===== src/rtl/uopq_pkg.sv =====
package uopq_pkg;

    typedef enum logic {
        LAT_ZERO = 1'b0,
        LAT_ONE  = 1'b1
    } lat_mode_e;

    // base < size and off <= size, so a single subtraction wraps it
    function automatic int ring_add(int base, int off, int size);
        int s;
        s = base + off;
        if (s >= size) s = s - size;
        return s;
    endfunction

endpackage


===== src/rtl/uopq_need_norm.sv =====
module uopq_need_norm #(
    parameter int UOP_W     = 4,
    parameter int NUM_SLOTS = 8,
    parameter int SLOT_W    = 4
) (
    input  logic [UOP_W-1:0]  uops,
    output logic [SLOT_W-1:0] need
);

    always_comb begin
        if (uops == '0) begin
            need = SLOT_W'(1);
        end else if (int'(uops) > NUM_SLOTS) begin
            need = SLOT_W'(NUM_SLOTS);
        end else begin
            need = SLOT_W'(int'(uops));
        end
    end

endmodule


===== src/rtl/uopq_admit.sv =====
module uopq_admit #(
    parameter int LANES   = 4,
    parameter int SLOT_W  = 4,
    parameter int MAX_IPC = 2
) (
    input  logic [LANES-1:0]             valid,
    input  logic [LANES-1:0][SLOT_W-1:0] need,
    input  logic [SLOT_W-1:0]            free_slots,
    output logic [LANES-1:0]             accept,
    output logic [LANES-1:0][SLOT_W-1:0] offset,
    output logic [SLOT_W-1:0]            total
);

    always_comb begin
        int   rem;
        int   used;
        int   taken;
        logic blocked;
        rem     = int'(free_slots);
        used    = 0;
        taken   = 0;
        blocked = 1'b0;
        accept  = '0;
        offset  = '0;
        for (int i = 0; i < LANES; i++) begin
            offset[i] = SLOT_W'(used);
            if (valid[i] && !blocked) begin
                if ((MAX_IPC == 0 || taken < MAX_IPC) && int'(need[i]) <= rem) begin
                    accept[i] = 1'b1;
                    rem   = rem - int'(need[i]);
                    used  = used + int'(need[i]);
                    taken = taken + 1;
                end else begin
                    blocked = 1'b1;
                end
            end
        end
        total = SLOT_W'(used);
    end

endmodule


===== src/rtl/uopq_out_sel.sv =====
module uopq_out_sel
    import uopq_pkg::*;
#(
    parameter int        LANES    = 4,
    parameter int        TAG_W    = 8,
    parameter int        SLOT_W   = 4,
    parameter lat_mode_e LAT_MODE = LAT_ZERO
) (
    input  logic                         queue_empty,
    input  logic [TAG_W-1:0]             head_tag,
    input  logic [SLOT_W-1:0]            head_need,
    input  logic [LANES-1:0]             accept,
    input  logic [LANES-1:0][TAG_W-1:0]  lane_tag,
    input  logic [LANES-1:0][SLOT_W-1:0] lane_need,
    output logic                         out_valid,
    output logic [TAG_W-1:0]             out_tag,
    output logic [SLOT_W-1:0]            out_slots
);

    logic              allow_bypass;
    logic              bp_valid;
    logic [TAG_W-1:0]  bp_tag;
    logic [SLOT_W-1:0] bp_need;

    generate
        if (LAT_MODE == LAT_ZERO) begin : g_zero_lat
            assign allow_bypass = 1'b1;
        end else begin : g_one_lat
            assign allow_bypass = 1'b0;
        end
    endgenerate

    // lowest accepted lane is the oldest of this cycle's writes
    always_comb begin
        bp_valid = 1'b0;
        bp_tag   = '0;
        bp_need  = '0;
        for (int i = LANES - 1; i >= 0; i--) begin
            if (accept[i]) begin
                bp_valid = 1'b1;
                bp_tag   = lane_tag[i];
                bp_need  = lane_need[i];
            end
        end
    end

    always_comb begin
        if (!queue_empty) begin
            out_valid = 1'b1;
            out_tag   = head_tag;
            out_slots = head_need;
        end else begin
            out_valid = allow_bypass & bp_valid;
            out_tag   = bp_tag;
            out_slots = bp_need;
        end
    end

endmodule


===== src/rtl/uopq_slot_queue.sv =====
module uopq_slot_queue
    import uopq_pkg::*;
#(
    parameter int        LANES     = 4,
    parameter int        NUM_SLOTS = 8,
    parameter int        UOP_W     = 4,
    parameter int        TAG_W     = 8,
    parameter int        MAX_IPC   = 2,
    parameter lat_mode_e LAT_MODE  = LAT_ZERO,
    localparam int       SLOT_W    = $clog2(NUM_SLOTS + 1),
    localparam int       IDX_W     = (NUM_SLOTS > 1) ? $clog2(NUM_SLOTS) : 1
) (
    input  logic                     clk,
    input  logic                     rst_n,
    input  logic [LANES-1:0]         in_valid,
    input  logic [LANES*UOP_W-1:0]   in_uops,
    input  logic [LANES*TAG_W-1:0]   in_tag,
    output logic [LANES-1:0]         in_accept,
    output logic                     out_valid,
    input  logic                     out_ready,
    output logic [TAG_W-1:0]         out_tag,
    output logic [SLOT_W-1:0]        out_slots,
    output logic                     busy
);

    typedef struct packed {
        logic [SLOT_W-1:0]                 free;
        logic [IDX_W-1:0]                  head;
        logic [IDX_W-1:0]                  tail;
        logic [NUM_SLOTS-1:0][TAG_W-1:0]   tags;
        logic [NUM_SLOTS-1:0][SLOT_W-1:0]  needs;
    } state_t;

    state_t st_q, st_d;

    logic [LANES-1:0][SLOT_W-1:0] lane_need;
    logic [LANES-1:0][SLOT_W-1:0] lane_off;
    logic [LANES-1:0][TAG_W-1:0]  lane_tag;
    logic [SLOT_W-1:0]            acc_total;
    logic                         queue_empty;
    logic                         depart;
    logic [SLOT_W-1:0]            free_q;

    assign lane_tag    = in_tag;
    assign queue_empty = (st_q.free == SLOT_W'(NUM_SLOTS));
    assign busy        = ~queue_empty;
    assign depart      = out_valid & out_ready;
    assign free_q      = st_q.free;

    genvar g;
    generate
        for (g = 0; g < LANES; g++) begin : g_lane
            uopq_need_norm #(
                .UOP_W    (UOP_W),
                .NUM_SLOTS(NUM_SLOTS),
                .SLOT_W   (SLOT_W)
            ) u_norm (
                .uops(in_uops[g*UOP_W +: UOP_W]),
                .need(lane_need[g])
            );
        end
    endgenerate

    uopq_admit #(
        .LANES  (LANES),
        .SLOT_W (SLOT_W),
        .MAX_IPC(MAX_IPC)
    ) u_admit (
        .valid     (in_valid),
        .need      (lane_need),
        .free_slots(st_q.free),
        .accept    (in_accept),
        .offset    (lane_off),
        .total     (acc_total)
    );

    uopq_out_sel #(
        .LANES   (LANES),
        .TAG_W   (TAG_W),
        .SLOT_W  (SLOT_W),
        .LAT_MODE(LAT_MODE)
    ) u_out (
        .queue_empty(queue_empty),
        .head_tag   (st_q.tags[st_q.head]),
        .head_need  (st_q.needs[st_q.head]),
        .accept     (in_accept),
        .lane_tag   (lane_tag),
        .lane_need  (lane_need),
        .out_valid  (out_valid),
        .out_tag    (out_tag),
        .out_slots  (out_slots)
    );

    // next state: write accepted lanes at their ring offsets, advance pointers
    always_comb begin
        st_d = st_q;
        for (int i = 0; i < LANES; i++) begin
            if (in_accept[i]) begin
                st_d.tags[ring_add(int'(st_q.tail), int'(lane_off[i]), NUM_SLOTS)]  = lane_tag[i];
                st_d.needs[ring_add(int'(st_q.tail), int'(lane_off[i]), NUM_SLOTS)] = lane_need[i];
            end
        end
        st_d.tail = IDX_W'(ring_add(int'(st_q.tail), int'(acc_total), NUM_SLOTS));
        if (depart) begin
            st_d.head = IDX_W'(ring_add(int'(st_q.head), int'(out_slots), NUM_SLOTS));
            st_d.free = st_q.free - acc_total + out_slots;
        end else begin
            st_d.free = st_q.free - acc_total;
        end
    end

    always_ff @(posedge clk or negedge rst_n) begin
        if (!rst_n) begin
            st_q      <= '0;
            st_q.free <= SLOT_W'(NUM_SLOTS);
        end else begin
            st_q <= st_d;
        end
    end

endmodule


===== config.mk =====
export PLATFORM = sky130hd
export DESIGN_NAME = uopq_slot_queue
export DESIGN_NICKNAME = d
export VERILOG_FILES = /design/src/rtl/uopq_pkg.sv /design/src/rtl/uopq_need_norm.sv /design/src/rtl/uopq_admit.sv /design/src/rtl/uopq_out_sel.sv /design/src/rtl/uopq_slot_queue.sv
export SDC_FILE = /design/constraint.sdc
export NUM_CORES = 1
export LEC_CHECK = 0
export BUFFER_PORTS_ARGS = -buffer_cell sky130_fd_sc_hd__buf_2
export CAP_MARGIN = 5
export CORE_AREA = 2 2 154 156
export CTS_BUF_LIST = sky130_fd_sc_hd__clkbuf_16
export DETAILED_ROUTE_END_ITERATION = 8
export DIE_AREA = 0 0 156 158
export PLACE_DENSITY_LB_ADDON = 0.15
export SLEW_MARGIN = 20
export SYNTH_ARGS = -nofsm -noshare
export SYNTH_HDL_FRONTEND = slang
export SYNTH_SLANG_ARGS = --single-unit

===== constraint.sdc =====
create_clock -name clk -period 15.9 [get_ports clk]
set_input_delay 3.18 -clock clk [delete_from_list [all_inputs] [get_ports clk]]
set_output_delay 3.18 -clock clk [all_outputs]
set_load 0.005 [all_outputs]

=== After elaboration in Yosys (flattened, before gate mapping) ===
Cells that the tools add are included.

* Bits in registers: 106
* Input bits: 55
* Output and inout port bits: 18
* Word-level logic and storage cells: 186

* Add/sub/neg operators: 21
* $lt $le $gt $ge: 26
* Eq/ne operators: 1
* Mux-type cells: 100
* Bitwise operators: 2
* Reductions and logical operators: 17

{| class="wikitable"
|+ Operators by type and width
! kind !! count
|-
| 32-bit two-way mux || 18
|-
| 96-bit two-way mux || 4
|-
| 64-bit bitwise mux || 4
|-
| 32-bit bitwise mux || 4
|-
| 32-bit by 1-bit greater-or-equal comparator with 1-bit output (second input constant) || 4
|-
| 32-bit by 5-bit < comparator with 1-bit output (second input constant) || 4
|-
| 4-bit two-way mux || 27
|-
| 8-bit demux with 3-bit select || 4
|-
| 5-bit by 32-bit <= comparator with 1-bit output || 3
|-
| 8-bit two-way mux || 10
|-
| 32-bit by 3-bit < comparator with 1-bit output (second input constant) || 2
|-
| 32-bit by 5-bit subtractor with 32-bit output || 2
|-
| 4-bit demux with 3-bit select || 4
|-
| 32-bit by 2-bit adder with 32-bit output (second input constant) || 1
|-
| 3-bit by 4-bit adder with 5-bit output || 5
|-
| 5-bit by 4-bit greater-or-equal comparator with 1-bit output (second input constant) || 5
|-
| 8-bit binary-select mux with 3-bit select || 1
|-
| 1-bit two-way mux || 21
|-
| 5-bit by 4-bit subtractor with 6-bit output (second input constant) || 3
|-
| 4-bit adder || 4
|-
| 4-bit greater-than comparator (second input constant) || 4
|-
| 4-bit logical NOT || 4
|-
| 4-bit binary-select mux with 3-bit select || 1
|-
| 1-bit logical AND || 10
|-
| other kinds (14) || 18
|}

=== Logic depth before layout (Yosys ltp) ===
* Depth in word-level cells: 26
* Gate-level depth with buffers: 57
* Depth with buffers taken out: 50

=== By module ===
From an unflattened synthesis, not the netlist that was laid out.

* Cell total of the unflattened synthesis: 1413
* Area, all modules: 11469.8 sq um

{| class="wikitable"
|+ By module, submodules not included
! module !! times used !! cells an instance !! area an instance (sq um)
|-
| uopq_slot_queue || 1 || 1035 || 8747.1
|-
| uopq_admit || 1 || 286 || 2168.3
|-
| uopq_out_sel || 1 || 72 || 434.2
|-
| uopq_need_norm || 4 || 5 || 30.0
|}

=== Least setup slack after synthesis ===
Ideal clock, no wire load.

* Kind: input to output
* Start: in in_uops[3]
* End: out out_tag[2]
* Arrival: 12.748 ns
* Path slack: -0.028 ns
* Stages on the path: 48
* Cell sequence: clkbuf_1 nor2b_1 inv_1 ha_1 o21ai_1 a21oi_2 o21a_1 o21ai_1 clkbuf_1 buf_1 mux2i_1 inv_1 fa_1 a21o_1 a21o_1 ha_1 a41oi_1 a21o_1 (+12 left out) clkbuf_1 buf_1 nor2_1 a21oi_1 ha_1 nor2b_1 o21a_1 o21a_1 o2111ai_1 a21oi_1 o2111ai_1 a2111oi_4 a211oi_2 clkbuf_1 nand3_1 nand3_1 o211ai_1 a22oi_1

* Word-level cells in the longest chain between the ends: 23
* Elaborated cells on any way between the ends: 56

{| class="wikitable"
|+ Ends and longest elaborated chain
! element !! RTL line !! source
|-
| start: declaration || uopq_slot_queue.sv:16 || <nowiki>input logic [LANES*UOP_W-1:0] in_uops,</nowiki>
|-
| 4-bit greater-than comparator || uopq_need_norm.sv:13 || <nowiki>end else if (int'(uops) > NUM_SLOTS) begin</nowiki>
|-
| 4-bit two-way mux || uopq_need_norm.sv:13 ||
|-
| 4-bit two-way mux * || uopq_need_norm.sv:11 || <nowiki>if (uops == '0) begin</nowiki>
|-
| 4-bit by 4-bit subtractor with 5-bit output or 4-bit <= comparator (tied branches) || uopq_admit.sv:30, uopq_admit.sv:28 ||
|-
| 32-bit two-way mux or 1-bit two-way mux (tied branches) || uopq_admit.sv:28 || <nowiki>if ((MAX_IPC == 0 || taken < MAX_IPC) && int'(need[i]) <= rem) begin</nowiki>
|-
| 32-bit two-way mux or 1-bit two-way mux (tied branches) || uopq_admit.sv:27 || <nowiki>if (valid[i] && !blocked) begin</nowiki>
|-
| 5-bit by 32-bit <= comparator with 1-bit output or 1-bit by 2-bit < comparator with 1-bit output (tied branches) || uopq_admit.sv:28 ||
|-
| 1-bit logical AND || uopq_admit.sv:28 ||
|-
| (+5 left out) || -- ||
|-
| 32-bit two-way mux || uopq_admit.sv:27 ||
|-
| 32-bit by 3-bit < comparator with 1-bit output or 5-bit by 32-bit <= comparator with 1-bit output (tied branches) || uopq_admit.sv:28 ||
|-
| 1-bit logical AND || uopq_admit.sv:28 ||
|-
| 1-bit two-way mux || uopq_admit.sv:28 ||
|-
| 1-bit two-way mux * || uopq_admit.sv:27 ||
|-
| via in_accept[3] || uopq_slot_queue.sv:18 || <nowiki>output logic [LANES-1:0] in_accept,</nowiki>
|-
| 8-bit two-way mux * (4 in a row) || uopq_out_sel.sv:39 || <nowiki>if (accept[i]) begin</nowiki>
|-
| 8-bit two-way mux * || uopq_out_sel.sv:48 || <nowiki>if (!queue_empty) begin</nowiki>
|-
| end: declaration || uopq_slot_queue.sv:21 || <nowiki>output logic [TAG_W-1:0] out_tag,</nowiki>
|}

The timed path passes the listed nets; every way through them passes the cells marked *.

=== Final worst setup path ===
* Start: in in_uops[3]
* End: out out_slots[0]

* Word-level cells in the longest chain between the ends: 23
* Elaborated cells on any way between the ends: 56

{| class="wikitable"
|+ Ends and longest elaborated chain
! element !! RTL line !! source
|-
| 4-bit greater-than comparator || uopq_need_norm.sv:13 ||
|-
| 4-bit two-way mux || uopq_need_norm.sv:13 ||
|-
| 4-bit two-way mux * || uopq_need_norm.sv:11 ||
|-
| 4-bit by 4-bit subtractor with 5-bit output or 4-bit <= comparator (tied branches) || uopq_admit.sv:30, uopq_admit.sv:28 ||
|-
| 32-bit two-way mux or 1-bit two-way mux (tied branches) || uopq_admit.sv:28 ||
|-
| 32-bit two-way mux or 1-bit two-way mux (tied branches) || uopq_admit.sv:27 ||
|-
| 5-bit by 32-bit <= comparator with 1-bit output or 1-bit by 2-bit < comparator with 1-bit output (tied branches) || uopq_admit.sv:28 ||
|-
| 1-bit logical AND || uopq_admit.sv:28 ||
|-
| (+5 left out) || -- ||
|-
| 32-bit two-way mux || uopq_admit.sv:27 ||
|-
| 32-bit by 3-bit < comparator with 1-bit output or 5-bit by 32-bit <= comparator with 1-bit output (tied branches) || uopq_admit.sv:28 ||
|-
| 1-bit logical AND || uopq_admit.sv:28 ||
|-
| 1-bit two-way mux || uopq_admit.sv:28 ||
|-
| 1-bit two-way mux || uopq_admit.sv:27 ||
|-
| 4-bit two-way mux (3 in a row) || uopq_out_sel.sv:39 ||
|-
| 4-bit two-way mux * || uopq_out_sel.sv:39 ||
|-
| 4-bit two-way mux * || uopq_out_sel.sv:48 ||
|-
| end: declaration || uopq_slot_queue.sv:22 || <nowiki>output logic [SLOT_W-1:0] out_slots,</nowiki>
|}

Every way passes the cells marked *; elsewhere a longest branch is shown, timed or not.

==> impl_metrics.tcl <==
set metrics [dict create \
    status "finished, final reports clean" \
    cts_tree "yes" \
    fin_setup_tns_ns 0 \
    grt_pass1_vias 10570 \
    ys_ff_latch 106 \
    netlist_area_um2 11330 \
    fin_cells 1728 \
    timing.critical_path.mode_cell "ha_1" \
    fin_area_um2 12150 \
    dpl_cell_area_um2 11790 \
    min_path_type "register to register" \
    synth-main-ff-cell "dfrtp_1" \
    hold_violations 0 \
    final_common_cell "nor2_1" \
    antenna_found_initial 1 \
    vias 11427 \
    yosysUniqueCellTypes 84 \
    syn_avg_cell_area_um2 7.828 \
    start_util_pct 49.17 \
    synthArstFlopShare_pct 100.0 \
    grt_usage_pct 33.95 \
    chipHeight_um 158 \
    required_ns 12.72 \
    area_growth_pct 7.187 \
    worstPathArrival_ns 12.02 \
    tightest_slew_ns 1.210 \
    cts-buffers-inserted 9 \
    cts_htree_levels 3 \
    syn-num-nets 1573 \
    ys_top_cells_by_area "dfrtp_1 (23%), a21oi_1 (11%), mux2i_1 (9.5%)" \
    ir_drop_uv 100.1 \
    synth.top_cell.area_share_pct 23.18 \
    layout-drive-gt1-share_pct 14.90 \
    drv_slew 0 \
    cp_max_fo 20 \
    fill_cells 2190 \
    power_leakage_uw 0.005242 \
    die_area_um2 24650 \
    crit_path_max_incr_delay_ns 0.46 \
    drc 0 \
    wl_per_cell_um 24.30 \
    gp_congestion 0.9718 \
    grt_overflow 0 \
    fmax_ghz 0.06579 \
    setup_viol 0 \
    core_um2 23050 \
    io_buffers 72 \
    cap_violations 0 \
    dp_hpwl_mm 28.26 \
    final_antenna_net_count 0 \
    dr.first_iter.drc_count 1162 \
    fin_crit_sh_pct 95.60 \
    grt_max_degree 77 \
    vias_per_cell 6.613 \
    io_pins 73 \
    cp_slowest_cell "a2111oi_4" \
    crit_type "input pin to output port" \
    cts_sinks 106 \
    routed_wl_mm 41.99 \
    dieWidth_um 156 \
    path_clk_slew_ns 0.08 \
    final_nets 1556 \
    fin_skew_ns 0.01499 \
    root_buffer "clkbuf_16" \
    slew_headroom_pct 19.34 \
    multiInputGateArea_um2 8031 \
    synth_edf_count 0 \
    clockBufferDepth 2 \
    dr.pass1.iters 6 \
    synth_top_area_cell "dfrtp_1" \
    postCtsHoldBufs 0 \
    layout.area.seq_um2 2655 \
    synthCells 1448 \
    dp.cells 1708 \
    rsz0062_at_grt "false" \
    core.rowCount 56 \
    ys_seq_area_share_pct 23.41 \
    layout_min_cycle_time_ns 15.20 \
    most-common-layout-cells "nor2_1 (262), a21oi_1 (243), mux2i_1 (108), dfrtp_1 (104), a211oi_1 (94)" \
    clock_latency_ns 0.38 \
    grt_pass1_wl_mm 63.02 \
    worstSetupStartpointType "input pin" \
    cellPowerDensity_nw_per_um2 263.7 \
    end_kind "output port" \
    yosysWarnings 0 \
]
## power by group
group          switching [uW]  leakage, uW  internal [uW]  total (uW)
Combinational            1400      0.00384           1030        2430
Sequential                110      0.00125            426         535
Clock                     125     0.000145            111         236
Total                    1630      0.00524           1570        3200
## synth_stat cells (8+ instances only)
cell	number
nand3_1	26
xor2_1	14
o211ai_1	18
mux2_2	8
buf_1	30
nor3_1	14
ha_1	58
nor2b_1	21
nand2_1	55
a22oi_1	8
clkbuf_1	86
o21ai_0	29
nand4_1	11
dfrtp_1	105
a21oi_1	243
mux4_2	24
a211oi_1	94
nor2_1	264
fa_1	12
a21o_1	13
mux2i_1	108
buf_2	14
inv_1	34
a31oi_1	8
xnor2_1	22
## per-stage QoR
step | total power, uW | setup WS [ns] | util (%) | hold slack, ns
6_report | 3204 | 0.6993 | 52.70 | 0.7931
5_1_grt | 3457 | 0.001195 | 52.69 | 0.8150
4_1_cts | 3140 | 0.5548 | 52.43 | 0.7846
3_5_place_dp | 2895 | 0.6218 | 51.16 | 0.7572
3_3_place_gp | 2872 | 0.9288 | 51.16 | 0.7445
2_1_floorplan | 2296 | 0.05213 | - | 0.5878
## area by class of cell
class | instances | area share (%)
antenna | 2 | 0.04119
clock buffer | 9 | 1.854
clock inverter | 7 | 0.5561
inverter | 42 | 1.298
multi-input combinational | 1163 | 66.11
sequential | 106 | 21.85
tap | 290 | 2.987
timing repair buffer | 109 | 5.304
## critical path: cells and delay by family
kind                     cells  cell delay (ns)
multiplexers                 1             0.39
AO/OA/AOI/OAI               21             4.10
buffers and inverters        7             1.40
AND/OR/NAND/NOR              6             1.06
adder cells (fa/ha/maj)      6             1.85
## sequential cells by signal, summed over array words and instances (netlist names)
signal,flops
st_q,102
free_q,4
## routing by layer
metal / vias up / GRT usage, % / part of all wire [%] / wire [um]
met2: 717 / 54.64 / 45 / 18930
met1: 5393 / 44.22 / 40 / 16730
met4: 0 / 15.68 / 4.5 / 1889
met5: - / 0 / 0 / 0
li1: 5186 / - / - / -
met3: 131 / 6.734 / 11 / 4443
## kinds of logic (layout without fill, tap and decap cells)
group / Yosys count / in the layout / share of synthesized area, %
AO/OA/AOI/OAI: 459 / 459 / 24.99
XOR/XNOR: 36 / 36 / 2.782
adder cells (fa/ha/maj): 70 / 70 / 8.522
buffers and inverters: 179 / 167 / 6.347
flip-flops: 106 / 106 / 23.41
multiplexers: 141 / 141 / 15.23
other: 0 / 2 / 0
AND/OR/NAND/NOR: 457 / 457 / 18.71
## repair_timing
| action | CTS | global route |
|---|---|---|
| gates resized for setup | 0 | 3 |
| setup buffers | 0 | 2 |
| setup endpoints to repair | 0 | 11 |
## path summary, 6_finish.rpt
check / start / to / slack, ns / cells past startpoint
max: in_uops[3] / out_slots[0] / 0.70 / 41
min: free_q[0] / free_q[0] / 0.79 / 3
max reg2reg: free_q[0] / free_q[3] / 5.73 / 43
min reg2reg: free_q[0] / free_q[0] / 0.79 / 3
max in group asynchronous: rst_n / st_q[83] / 12.00 / 2
min in group asynchronous: rst_n / free_q[0] / 2.75 / 1
Note: power is estimated with default switching activity, not from simulation.
